$ cat src/rtl/prio_irq_pkg.sv
package prio_irq_pkg;
  typedef enum logic {
    CFG_MASK   = 1'b0,
    CFG_ENABLE = 1'b1
  } cfg_sel_e;
endpackage

$ cat src/rtl/irq_pend_reg.sv
module irq_pend_reg #(
  parameter int N_SRC = 4
) (
  input  logic             clk,
  input  logic             rst_n,
  input  logic [N_SRC-1:0] set_i,
  input  logic [N_SRC-1:0] clr_i,
  output logic [N_SRC-1:0] pend_o
);
  // set has priority over clear
  always_ff @(posedge clk) begin
    if (!rst_n) pend_o <= '0;
    else        pend_o <= (pend_o & ~clr_i) | set_i;
  end

  for (genvar i = 0; i < N_SRC; i++) begin : g_chk
    a_r2_req_sets: assert property (@(posedge clk) disable iff (!rst_n)
      set_i[i] |=> pend_o[i]);
    a_r7_clear_drops: assert property (@(posedge clk) disable iff (!rst_n)
      (clr_i[i] && !set_i[i]) |=> !pend_o[i]);
    a_r2_holds: assert property (@(posedge clk) disable iff (!rst_n)
      (pend_o[i] && !clr_i[i]) |=> pend_o[i]);
  end
endmodule

$ cat src/rtl/irq_cfg_regs.sv
module irq_cfg_regs
  import prio_irq_pkg::*;
#(
  parameter int N_SRC = 4
) (
  input  logic             clk,
  input  logic             rst_n,
  input  logic             we_i,
  input  cfg_sel_e         sel_i,
  input  logic [N_SRC-1:0] wdata_i,
  output logic [N_SRC-1:0] mask_o,
  output logic             ien_o
);
  always_ff @(posedge clk) begin
    if (!rst_n) begin
      mask_o <= '0;
      ien_o  <= 1'b0;
    end else if (we_i) begin
      if (sel_i == CFG_MASK) mask_o <= wdata_i;
      else                   ien_o  <= wdata_i[0];
    end
  end

  a_r6_ien_write: assert property (@(posedge clk) disable iff (!rst_n)
    (we_i && sel_i == CFG_ENABLE) |=> ien_o == $past(wdata_i[0]));
  a_r3_mask_stable: assert property (@(posedge clk) disable iff (!rst_n)
    !(we_i && sel_i == CFG_MASK) |=> $stable(mask_o));
endmodule

$ cat src/rtl/irq_prio_enc.sv
module irq_prio_enc #(
  parameter int N_SRC  = 4,
  parameter int CODE_W = (N_SRC > 1) ? $clog2(N_SRC) : 1
) (
  input  logic [N_SRC-1:0]  req_i,
  output logic [CODE_W-1:0] code_o,
  output logic              any_o
);
  // lowest index has highest priority
  function automatic logic [CODE_W-1:0] lowest_set(input logic [N_SRC-1:0] v);
    logic [CODE_W-1:0] c;
    c = '0;
    for (int i = N_SRC - 1; i >= 0; i--)
      if (v[i]) c = CODE_W'(i);
    return c;
  endfunction

  assign code_o = lowest_set(req_i);
  assign any_o  = |req_i;

  always_comb begin
    if (any_o) a_r4_winner_set: assert (req_i[code_o]);
  end
endmodule

$ cat src/rtl/prio_irq_ctrl.sv
module prio_irq_ctrl
  import prio_irq_pkg::*;
#(
  parameter int N_SRC  = 4,
  parameter int VEC_W  = 8,
  localparam int CODE_W = (N_SRC > 1) ? $clog2(N_SRC) : 1
) (
  input  logic             clk,
  input  logic             rst_n,
  input  logic [N_SRC-1:0] dev_req,
  input  logic             cfg_we,
  input  logic             cfg_sel,
  input  logic [N_SRC-1:0] cfg_wdata,
  input  logic             ack,
  output logic             irq,
  output logic [VEC_W-1:0] vec
);
  logic [N_SRC-1:0]  pend, mask, unmasked, clr;
  logic              ien, ist, take;
  logic [CODE_W-1:0] code;

  irq_pend_reg #(.N_SRC(N_SRC)) u_pend (
    .clk(clk), .rst_n(rst_n), .set_i(dev_req), .clr_i(clr), .pend_o(pend));

  irq_cfg_regs #(.N_SRC(N_SRC)) u_cfg (
    .clk(clk), .rst_n(rst_n), .we_i(cfg_we), .sel_i(cfg_sel_e'(cfg_sel)),
    .wdata_i(cfg_wdata), .mask_o(mask), .ien_o(ien));

  assign unmasked = pend & mask;

  irq_prio_enc #(.N_SRC(N_SRC), .CODE_W(CODE_W)) u_enc (
    .req_i(unmasked), .code_o(code), .any_o(ist));

  // acknowledge event that vectors a source
  assign take = ack && ist;
  assign clr  = take ? (N_SRC'(1) << code) : '0;
  assign irq  = ien && ist;
  assign vec  = take ? VEC_W'(code) : '0;

  a_r6_irq_needs_ien: assert property (@(posedge clk) disable iff (!rst_n)
    irq |-> (ien && |(pend & mask)));
  a_r6_irq_when_ready: assert property (@(posedge clk) disable iff (!rst_n)
    (ien && |(pend & mask)) |-> irq);
  a_r5_vec_idle_zero: assert property (@(posedge clk) disable iff (!rst_n)
    !ack |-> vec == '0);
  a_r7_single_clear: assert property (@(posedge clk) disable iff (!rst_n)
    $onehot0(clr));
  a_r9_empty_ack: assert property (@(posedge clk) disable iff (!rst_n)
    (ack && (pend & mask) == '0) |=> pend == ($past(pend) | $past(dev_req)));
  a_r4_top_source: assert property (@(posedge clk) disable iff (!rst_n)
    (pend[0] && mask[0] && ack) |-> vec == '0);
endmodule

$ cat config.mk
export PLATFORM = sky130hd
export DESIGN_NAME = prio_irq_ctrl
export DESIGN_NICKNAME = d
export VERILOG_FILES = /design/src/rtl/prio_irq_pkg.sv /design/src/rtl/irq_pend_reg.sv /design/src/rtl/irq_cfg_regs.sv /design/src/rtl/irq_prio_enc.sv /design/src/rtl/prio_irq_ctrl.sv
export SDC_FILE = /design/constraint.sdc
export NUM_CORES = 1
export LEC_CHECK = 0
export CORE_AREA = 2 2 41 50
export DETAILED_ROUTE_END_ITERATION = 8
export DIE_AREA = 0 0 43 52
export PLACE_DENSITY = 0.66
export SLEW_MARGIN = 20
export SYNTH_ARGS = -nofsm -noshare
export SYNTH_HDL_FRONTEND = slang
export SYNTH_SLANG_ARGS = --single-unit
$ cat constraint.sdc
create_clock -name clk -period 0.91 [get_ports clk]
set_clock_uncertainty 0.1 [all_clocks]
set_input_delay 0.2275 -clock clk [delete_from_list [all_inputs] [get_ports clk]]
set_output_delay 0.2275 -clock clk [all_outputs]
set_load 0.1 [all_outputs]
# Word-level counts from Yosys, hierarchy flattened
# Cells that the tools add are included.
# Widths: inputs -> output; s select.
[classes]
n_shift = 1
muxes = 6
bitwise = 5
n_reduce_logical = 5
[op_table]
columns = ["op", "count"]
rows = [
  ["$mux 2", 5],
  ["$and 4x4->4", 2],
  ["$mux 4", 1],
  ["$not 4->4", 1],
  ["$or 4x4->4", 1],
  ["$reduce_and 2->1", 2],
  ["$reduce_or 4->1", 1],
  ["$shl 1x2->4 const A", 1],
  ["$logic_and 1x1->1", 2],
  ["$not 1->1", 1],
]
[totals]
ff_bits = 9
in_bits = 13
output_inout_bits = 9
elab_cells = 20

# Depth between registers and ports, before layout
# Gate-level depths: netlist of the first run.
[depth]
depth_word = 10
ltp_mapped = 4
depth_no_buf = 3

# By module
# From an unflattened synthesis of the first run, not the netlist that was laid out.
[unflattened]
hier_cells = 60
area_unflattened_um2 = 539.3
[by_module_without_submodules]
columns = ["module", "instances", "cells_per_inst", "area_each_um2", "seq_area_each_um2"]
rows = [
  ["irq_cfg_regs", 1, 23, 203.9, 100.1],
  ["irq_pend_reg", 1, 12, 165.2, 80.1],
  ["prio_irq_ctrl", 1, 18, 135.1, 0.0],
  ["irq_prio_enc", 1, 7, 35.0, 0.0],
]

# Least setup slack after synthesis of the first run
# No wires, ideal clock.
[synth_path]
kind = "register -> output"
from = "reg u_pend.pend_o[0]"
to = "out vec[0]"
arrival_time_ns = 2.728
t_required_ns = 0.582
setup_slack_ns = -2.145
stages_incl_launch_ff = 3
path_buffers = 0
path_cell_list = "dfxtp_1 > a21boi_2 > a21boi_0"
[synth_via]
elab_chain_cells = 4
word_cells_on_any_way = 5
classes_between = "2 x mux; 1 x bitwise; 2 x reduce/logical"
[synth_lines]
columns = ["element", "line_no", "rtl"]
rows = [
  ["from (decl)", "irq_pend_reg.sv:8", "output logic [N_SRC-1:0] pend_o"],
  ["from (signal assigned)", "irq_pend_reg.sv:13", "else pend_o <= (pend_o & ~clr_i) | set_i;"],
  ["$and 4x4->4 (*)", "prio_irq_ctrl.sv:29", "assign unmasked = pend & mask;"],
  ["$reduce_or 4->1", "irq_prio_enc.sv:19", "assign any_o = |req_i;"],
  ["$logic_and 1x1->1", "prio_irq_ctrl.sv:35", "assign take = ack && ist;"],
  ["$mux 2 (*)", "prio_irq_ctrl.sv:38", "assign vec = take ? VEC_W'(code) : '0;"],
  ["to (decl)", "prio_irq_ctrl.sv:16", "output logic [VEC_W-1:0] vec"],
]
# Mark *: on every way between the ends. The rest lies on a longest branch, timed or not.

# Worst setup path in the final report of the first run
[layout_path]
from = "reg u_cfg.mask_o[0]"
to = "out vec[0]"
[layout_via]
elab_chain_cells = 4
word_cells_on_any_way = 5
classes_between = "2 x mux; 1 x bitwise; 2 x reduce/logical"
[layout_lines]
columns = ["element", "line_no", "rtl"]
rows = [
  ["from (decl)", "irq_cfg_regs.sv:11", "output logic [N_SRC-1:0] mask_o,"],
  ["from (signal assigned)", "irq_cfg_regs.sv:19", "if (sel_i == CFG_MASK) mask_o <= wdata_i;"],
  ["$and 4x4->4 (*)", "prio_irq_ctrl.sv:29", ""],
  ["$reduce_or 4->1", "irq_prio_enc.sv:19", ""],
  ["$logic_and 1x1->1", "prio_irq_ctrl.sv:35", ""],
  ["$mux 2 (*)", "prio_irq_ctrl.sv:38", ""],
]
# Marks and branches as above.

==> results of run 1 <==
==> worst min path at each step <==
stage	startpoint	endpoint	slack (ps)	depth (start not counted)
after floorplan	rst_n	u_pend.pend_o[3]	250	1
after global placement	u_pend.pend_o[0]	u_pend.pend_o[0]	410	2
after detailed placement	u_pend.pend_o[0]	u_pend.pend_o[0]	420	2
after CTS	ack	u_pend.pend_o[0]	350	4
after global routing	cfg_sel	u_cfg.mask_o[2]	280	4
final	cfg_sel	u_cfg.mask_o[2]	280	4
==> power breakdown <==
part	total [uW]	leakage [uW]	switching [uW]	internal, uW
Sequential	445	0.0000766	25.4	420
Combinational	342	0.000271	203	138
Clock	305	0.0000150	136	169
Total	1090	0.000362	365	727
==> layout make-up <==
cell class / count / area (um^2)
Timing Repair Buffer: 30 / 300
Clock buffer: 4 / 26.3
Multi-Input combinational cell: 38 / 317
Sequential cell: 9 / 190
Inverter: 4 / 15.0
Tap cell: 19 / 23.8
Fill cell: 171 / 915
==> cells by family after synthesis <==
group	count (synthesis)	synth area share
multiplexers	4	0.0858
buffers and inverters	11	0.153
AO/OA/AOI/OAI	12	0.185
other	1	0.00804
flip-flops	9	0.386
AND/OR/NAND/NOR	16	0.182
==> state kept, by name (all words and copies together), names as in the netlist <==
register,cells
u_cfg.ien_o,1
u_pend.pend_o,4
u_cfg.mask_o,4
==> synthesized netlist by cell type (all sizes together) <==
cell type / instances
a31oi: 2
a21oi: 1
inv: 4
a21boi: 3
dfxtp: 9
nor2: 1
mux2i: 4
conb: 1
nor2b: 6
o21ai: 2
a22oi: 1
buf: 7
nand3: 2
a41oi: 2
nand2: 7
o21a: 1
==> stage by stage <==
| step | instance area (um^2) | hold WS (ps) | TNS, ps | worst slack (ps) |
|---|---|---|---|---|
| 2_1_floorplan | 529 | 245 | -1670 | -549 |
| 3_3_place_gp | 774 | 408 | -5900 | -756 |
| 6_report | 872 | 280 | -2700 | -629 |
| 3_5_place_dp | 774 | 420 | -6130 | -767 |
| 4_1_cts | 850 | 351 | -2390 | -654 |
| 5_1_grt | 872 | 276 | -3040 | -687 |
==> metal layers <==
layer  global-route usage  wire [um]
met1                0.125        496
met5                    0          0
met3               0.0313         47
met4                0.106         35
met2                0.232        658
==> repair_timing <==
item	4_1_cts	5_1_grt
pin swaps	2	2
endpoints found under the setup margin	12	9
setup buffers	1	1
resized for setup	16	8
==> worst min-delay path, cell delays in order <==
cell      delay (ps)
clkbuf_2         110
nor2b_4           60
mux2i_1          140
nor2b_1           60
==> reports/metrics.csv, run 1 <==
metric,value,unit
"Clk Latency, worst-skew pair",260,ps
wire per inst,11.9,um
Max Fanout on Critical Path,3,
PnR worst setup slack,-629,ps
CP Capture Type,output pin,
most frequent cells in the layout,"buf_4 (11), clkdlybuf4s50_1 (8), conb_1 (6)",
sum of buffers and inverters on the critical path,1,
CP most frequent cell,a21boi_4,
Reg2Reg Setup Slack,-400,ps
RSZ-0062 raised after global routing,true,
Pre-Repair DR Iteration Count,4,
initial antenna violation count,0,
io pins,22,
failing checks,setup timing,
Overflow after GRT,0,
# setup viols final,6,
Final Cycle Share,1.69,
"most common cell after layout, fill and taps aside",buf_4,
cell area after synthesis,467,um^2
port buffer count,15,
Unique masters post-synth,19,
WP data required,580,ps
CP Depth,3,
clock buffer depth,2,
register bit total from synthesis,9,
peak supply drop,498,uV
worst r2r src,u_cfg.mask_o[0],
# DRC,0,
GRT Total Usage,0.130,
final core utilization,0.488,
Clock Root Buffer,clkbuf_4,
yosys warns,0,
Post-DP HPWL,818,um
clock-pin transition on the worst setup and hold timing paths,60,ps
Die Wd,43,um
fin nets,99,
share of the synthesized area in the top cell type,0.386,
kind of cell adding the most delay to the critical path,compound AO/OA/AOI/OAI gates,
FP Rows,17,
first-pass GRT wire length,2000,um
gpl congestion,0.698,
vias in the first global route,487,
die area,0.00224,mm^2
layout cells sized above 1,0.482,
clock sinks,9,
total of max-cap violations,0,
H-tree depth,1,
Tmin final,1540,ps
"Seq/Total Area, Yosys",0.386,
r2r worst-path depth,6,
Avg Inst Size Synth,8.81,um^2
area delta synth->final,86.9,%
CP cell instances,"a21boi_4, a21boi_4, buf_12",
Crit. Startpoint,u_cfg.mask_o[0],
Synth Instances,53,
drt total wl,1240,um
Initial Util,0.261,
"Slowest-stage cell, CP",dfxtp_4,
Cells after DPL,98,
post-synth top area cell,dfxtp_1,
via/cell ratio,4.40,
cts hold-fix bufs,0,
TritonCTS buffer count,3,
Critical Path Max Stage Delay,360,ps
critical path type,flop to output pin,
static leakage,0.000362,uW
largest net degree at the start of global routing,9,
Worst Setup EP,vec[0],
core footprint,0.00179,mm^2
max-slew violation count,0,
PD cells,1250,mW/mm^2
Fmax,650,MHz
die height,52,um
"non-filler cells, final",104,
final hold violations,0,
total power draw,1090,uW
CTS tree,done,
Hold Crit Class,input pin to flop,
Worst R2R End,u_pend.pend_o[3],
antenna-violating nets left,0,
DR iter-0 viols,6,
Antenna diodes,0,
Worst setup SP type,flop,
vias,458,
Synth area leaders,"dfxtp_1 (39%), buf_4 (9.7%), mux2i_1 (8.6%), nor2b_1 (6.7%), nand2_1 (5.6%)",
status,"finished, violations left",
critical path data arrival time,1210,ps
Power figures use the tool's default switching activity.
==> run 2, diff against run 1 <==
Settings changed: ABC_AREA set to 1, CORE_AREA 2 2 41 50 to 2 2 42 52, DIE_AREA 0 0 43 52 to 0 0 44 54, DONT_BUFFER_PORTS set to 1, PLACE_DENSITY 0.66 to 0.48.
Clock period 0.91 ns to 1.92 ns, I/O delays scaled along.
==> reports/metrics.csv, run 2 <==
metric,value,unit
status,finished clean,
FP Rows,18,
Fmax,533,MHz
Pre-Repair DR Iteration Count,3,
CP Capture Type,output pin,
pre-CTS setup slack,299,ps
Worst R2R End,u_pend.pend_o[2],
Avg Inst Size Synth,7.13,um^2
Hold Crit Class,input pin to flop,
biggest regs,"u_cfg.mask_o (4), u_pend.pend_o (4), u_cfg.ien_o (1)",
CP cell instances,"nand2_2, inv_2, nand2_2, nand2_2, nand2_4, nor3_4, buf_12",
Initial Util,0.258,
Worst setup SP type,flop,
layout cells sized above 1,0.364,
# setup viols final,0,
H-tree depth,1,
Clock power frac,0.304,
Clock Root Buffer,clkbuf_4,
"Slowest-stage cell, CP",dfxtp_2,
cell area after synthesis,499,um^2
final core utilization,0.328,
Int Pwr,308,uW
Overflow after GRT,0,
Commonest cells post-synth,"nand2_1 (12), nor2_1 (12), dfxtp_1 (9)",
Synth area leaders,"dfxtp_1 (36%), buf_4 (9.0%), nand2_1 (9.0%), nor2_1 (9.0%), nand2_4 (6.8%)",
vias in the first global route,379,
clock buffer depth,2,
Reg2Reg Setup Slack,600,ps
Synth Instances,70,
r2r worst-path depth,8,
critical path type,flop to output pin,
area delta synth->final,27.3,%
antenna-violating nets left,0,
hold_sp,dev_req[0],
peak supply drop,340,uV
ys async rst share,0,
"Seq/Total Area, Yosys",0.361,
Unique masters post-synth,17,
post-synth top area cell,dfxtp_1,
cts hold-fix bufs,0,
Switching Fraction,0.363,
total of max-cap violations,0,
gpl congestion,0.639,
share of the synthesized area in the top cell type,0.361,
critical path data arrival time,1290,ps
clock-pin transition on the worst setup and hold timing paths,60,ps
worst r2r src,u_pend.pend_o[2],
CP most frequent cell,nand2_2,
Placed Area,582,um^2
"Clk Latency, worst-skew pair",260,ps
Antenna diodes,0,
RSZ-0062 raised after global routing,true,
# DRC,0,
worst hold path endpoint,u_pend.pend_o[0],
PD cells,760,mW/mm^2
die area,0.00238,mm^2
Die Wd,44,um
via/cell ratio,4.35,
DR iter-0 viols,3,
die height,54,um
Max Fanout on Critical Path,2,
Finished Cell Area,636,um^2
largest net degree at the start of global routing,7,
Hold Crit Depth,2,
io pins,22,
first-pass GRT wire length,1510,um
WP data required,1340,ps
final hold violations,0,
WHS,239,ps
clock sinks,9,
PnR worst setup slack,45.2,ps
part of the power in registers,0.436,
wire per inst,9.39,um
CTS tree,done,
"most common cell after layout, fill and taps aside",nor2_1,
Sw Pwr,176,uW
register bit total from synthesis,9,
combinational power share,0.260,
drt total wl,911,um
most frequent cells in the layout,"nor2_1 (11), inv_1 (7), nand2_1 (7), dfxtp_1 (7), conb_1 (6)",
TritonCTS buffer count,3,
Final Cycle Share,0.976,
static leakage,0.000308,uW
fin nets,91,
initial antenna violation count,0,
"EDFF count, synth",0,
Fill cells,220,
Post-DP HPWL,764,um
GRT Total Usage,0.0944,
port buffer count,0,
"Top FF cell, synth",dfxtp_1,
yosys warns,0,
core footprint,0.00194,mm^2
vias,422,
Critical Path Max Stage Delay,330,ps
Tmin final,1870,ps
max-slew violation count,0,
[run 2: cell count changes after synthesis, sizes merged, moves of 4 or more]
cell,change
inv,+6
nand2,+9
nor2b,-6
mux2i,-4
nor2,+13
a21oi,+4
[run 2: logic make-up after synthesis]
kind of cell | after synthesis | synth area share
AO/OA/AOI/OAI | 10 | 0.115
buffers and inverters | 16 | 0.165
flip-flops | 9 | 0.361
other | 1 | 0.00751
AND/OR/NAND/NOR | 34 | 0.351
[run 2: final cells by class]
cell class	instances	area, um^2	area share
Inverter	10	37.5	0.0591
Multi-Input combinational cell	50	297	0.467
Timing Repair Buffer	4	67.6	0.106
Clock buffer	4	26.3	0.0413
Tap cell	20	25.0	0.0394
Sequential cell	9	183	0.287
[run 2: how the worst max path moves through the flow]
stage	from	endpoint	slack (ps)
2_1_floorplan	u_pend.pend_o[3]	vec[0]	-40
3_3_place_gp	u_pend.pend_o[3]	vec[0]	300
3_5_place_dp	u_pend.pend_o[3]	vec[0]	300
4_1_cts	u_pend.pend_o[3]	vec[0]	7
5_1_grt	u_cfg.mask_o[3]	vec[0]	-40
6_report	u_cfg.mask_o[3]	vec[0]	50
[run 2: what timing repair did]
item | in CTS | in global routing
endpoints found under the hold margin | 0 | 0
resized for setup | 0 | 9
setup buffers | 0 | 1
endpoints found under the setup margin | 0 | 1
[run 2: worst max-delay path: cells and delay by family (launching register included)]
| family | cells | cell delay [ps] |
|---|---|---|
| buffers and inverters | 2 | 260 |
| DFF | 1 | 330 |
| and+or+nand+nor | 5 | 440 |
[run 2: power by group through the flow]
stage	combinational [uW]	clock (uW)	sequential [uW]
3_3_place_gp	121	0	213
4_1_cts	122	153	209
5_1_grt	134	159	212
6_report	125	147	211
3_5_place_dp	122	0	213
2_1_floorplan	117	0	211
[run 2: stage by stage]
stage	TNS (ps)	instances	total power [uW]
2_1_floorplan	-41.7	75	328
3_3_place_gp	0	92	334
3_5_place_dp	0	92	335
4_1_cts	0	96	484
5_1_grt	-44.8	97	506
6_report	0	97	483
[run 2: routing by layer]
metal / wire length [um] / up-vias / share of wire / global-route usage
met3: 79 / 4 / 0.087 / 0.0201
met4: 49 / 0 / 0.054 / 0.136
met2: 436 / 18 / 0.48 / 0.150
met5: 0 / - / 0 / 0
li1: - / 218 / - / -
met1: 346 / 182 / 0.38 / 0.0845
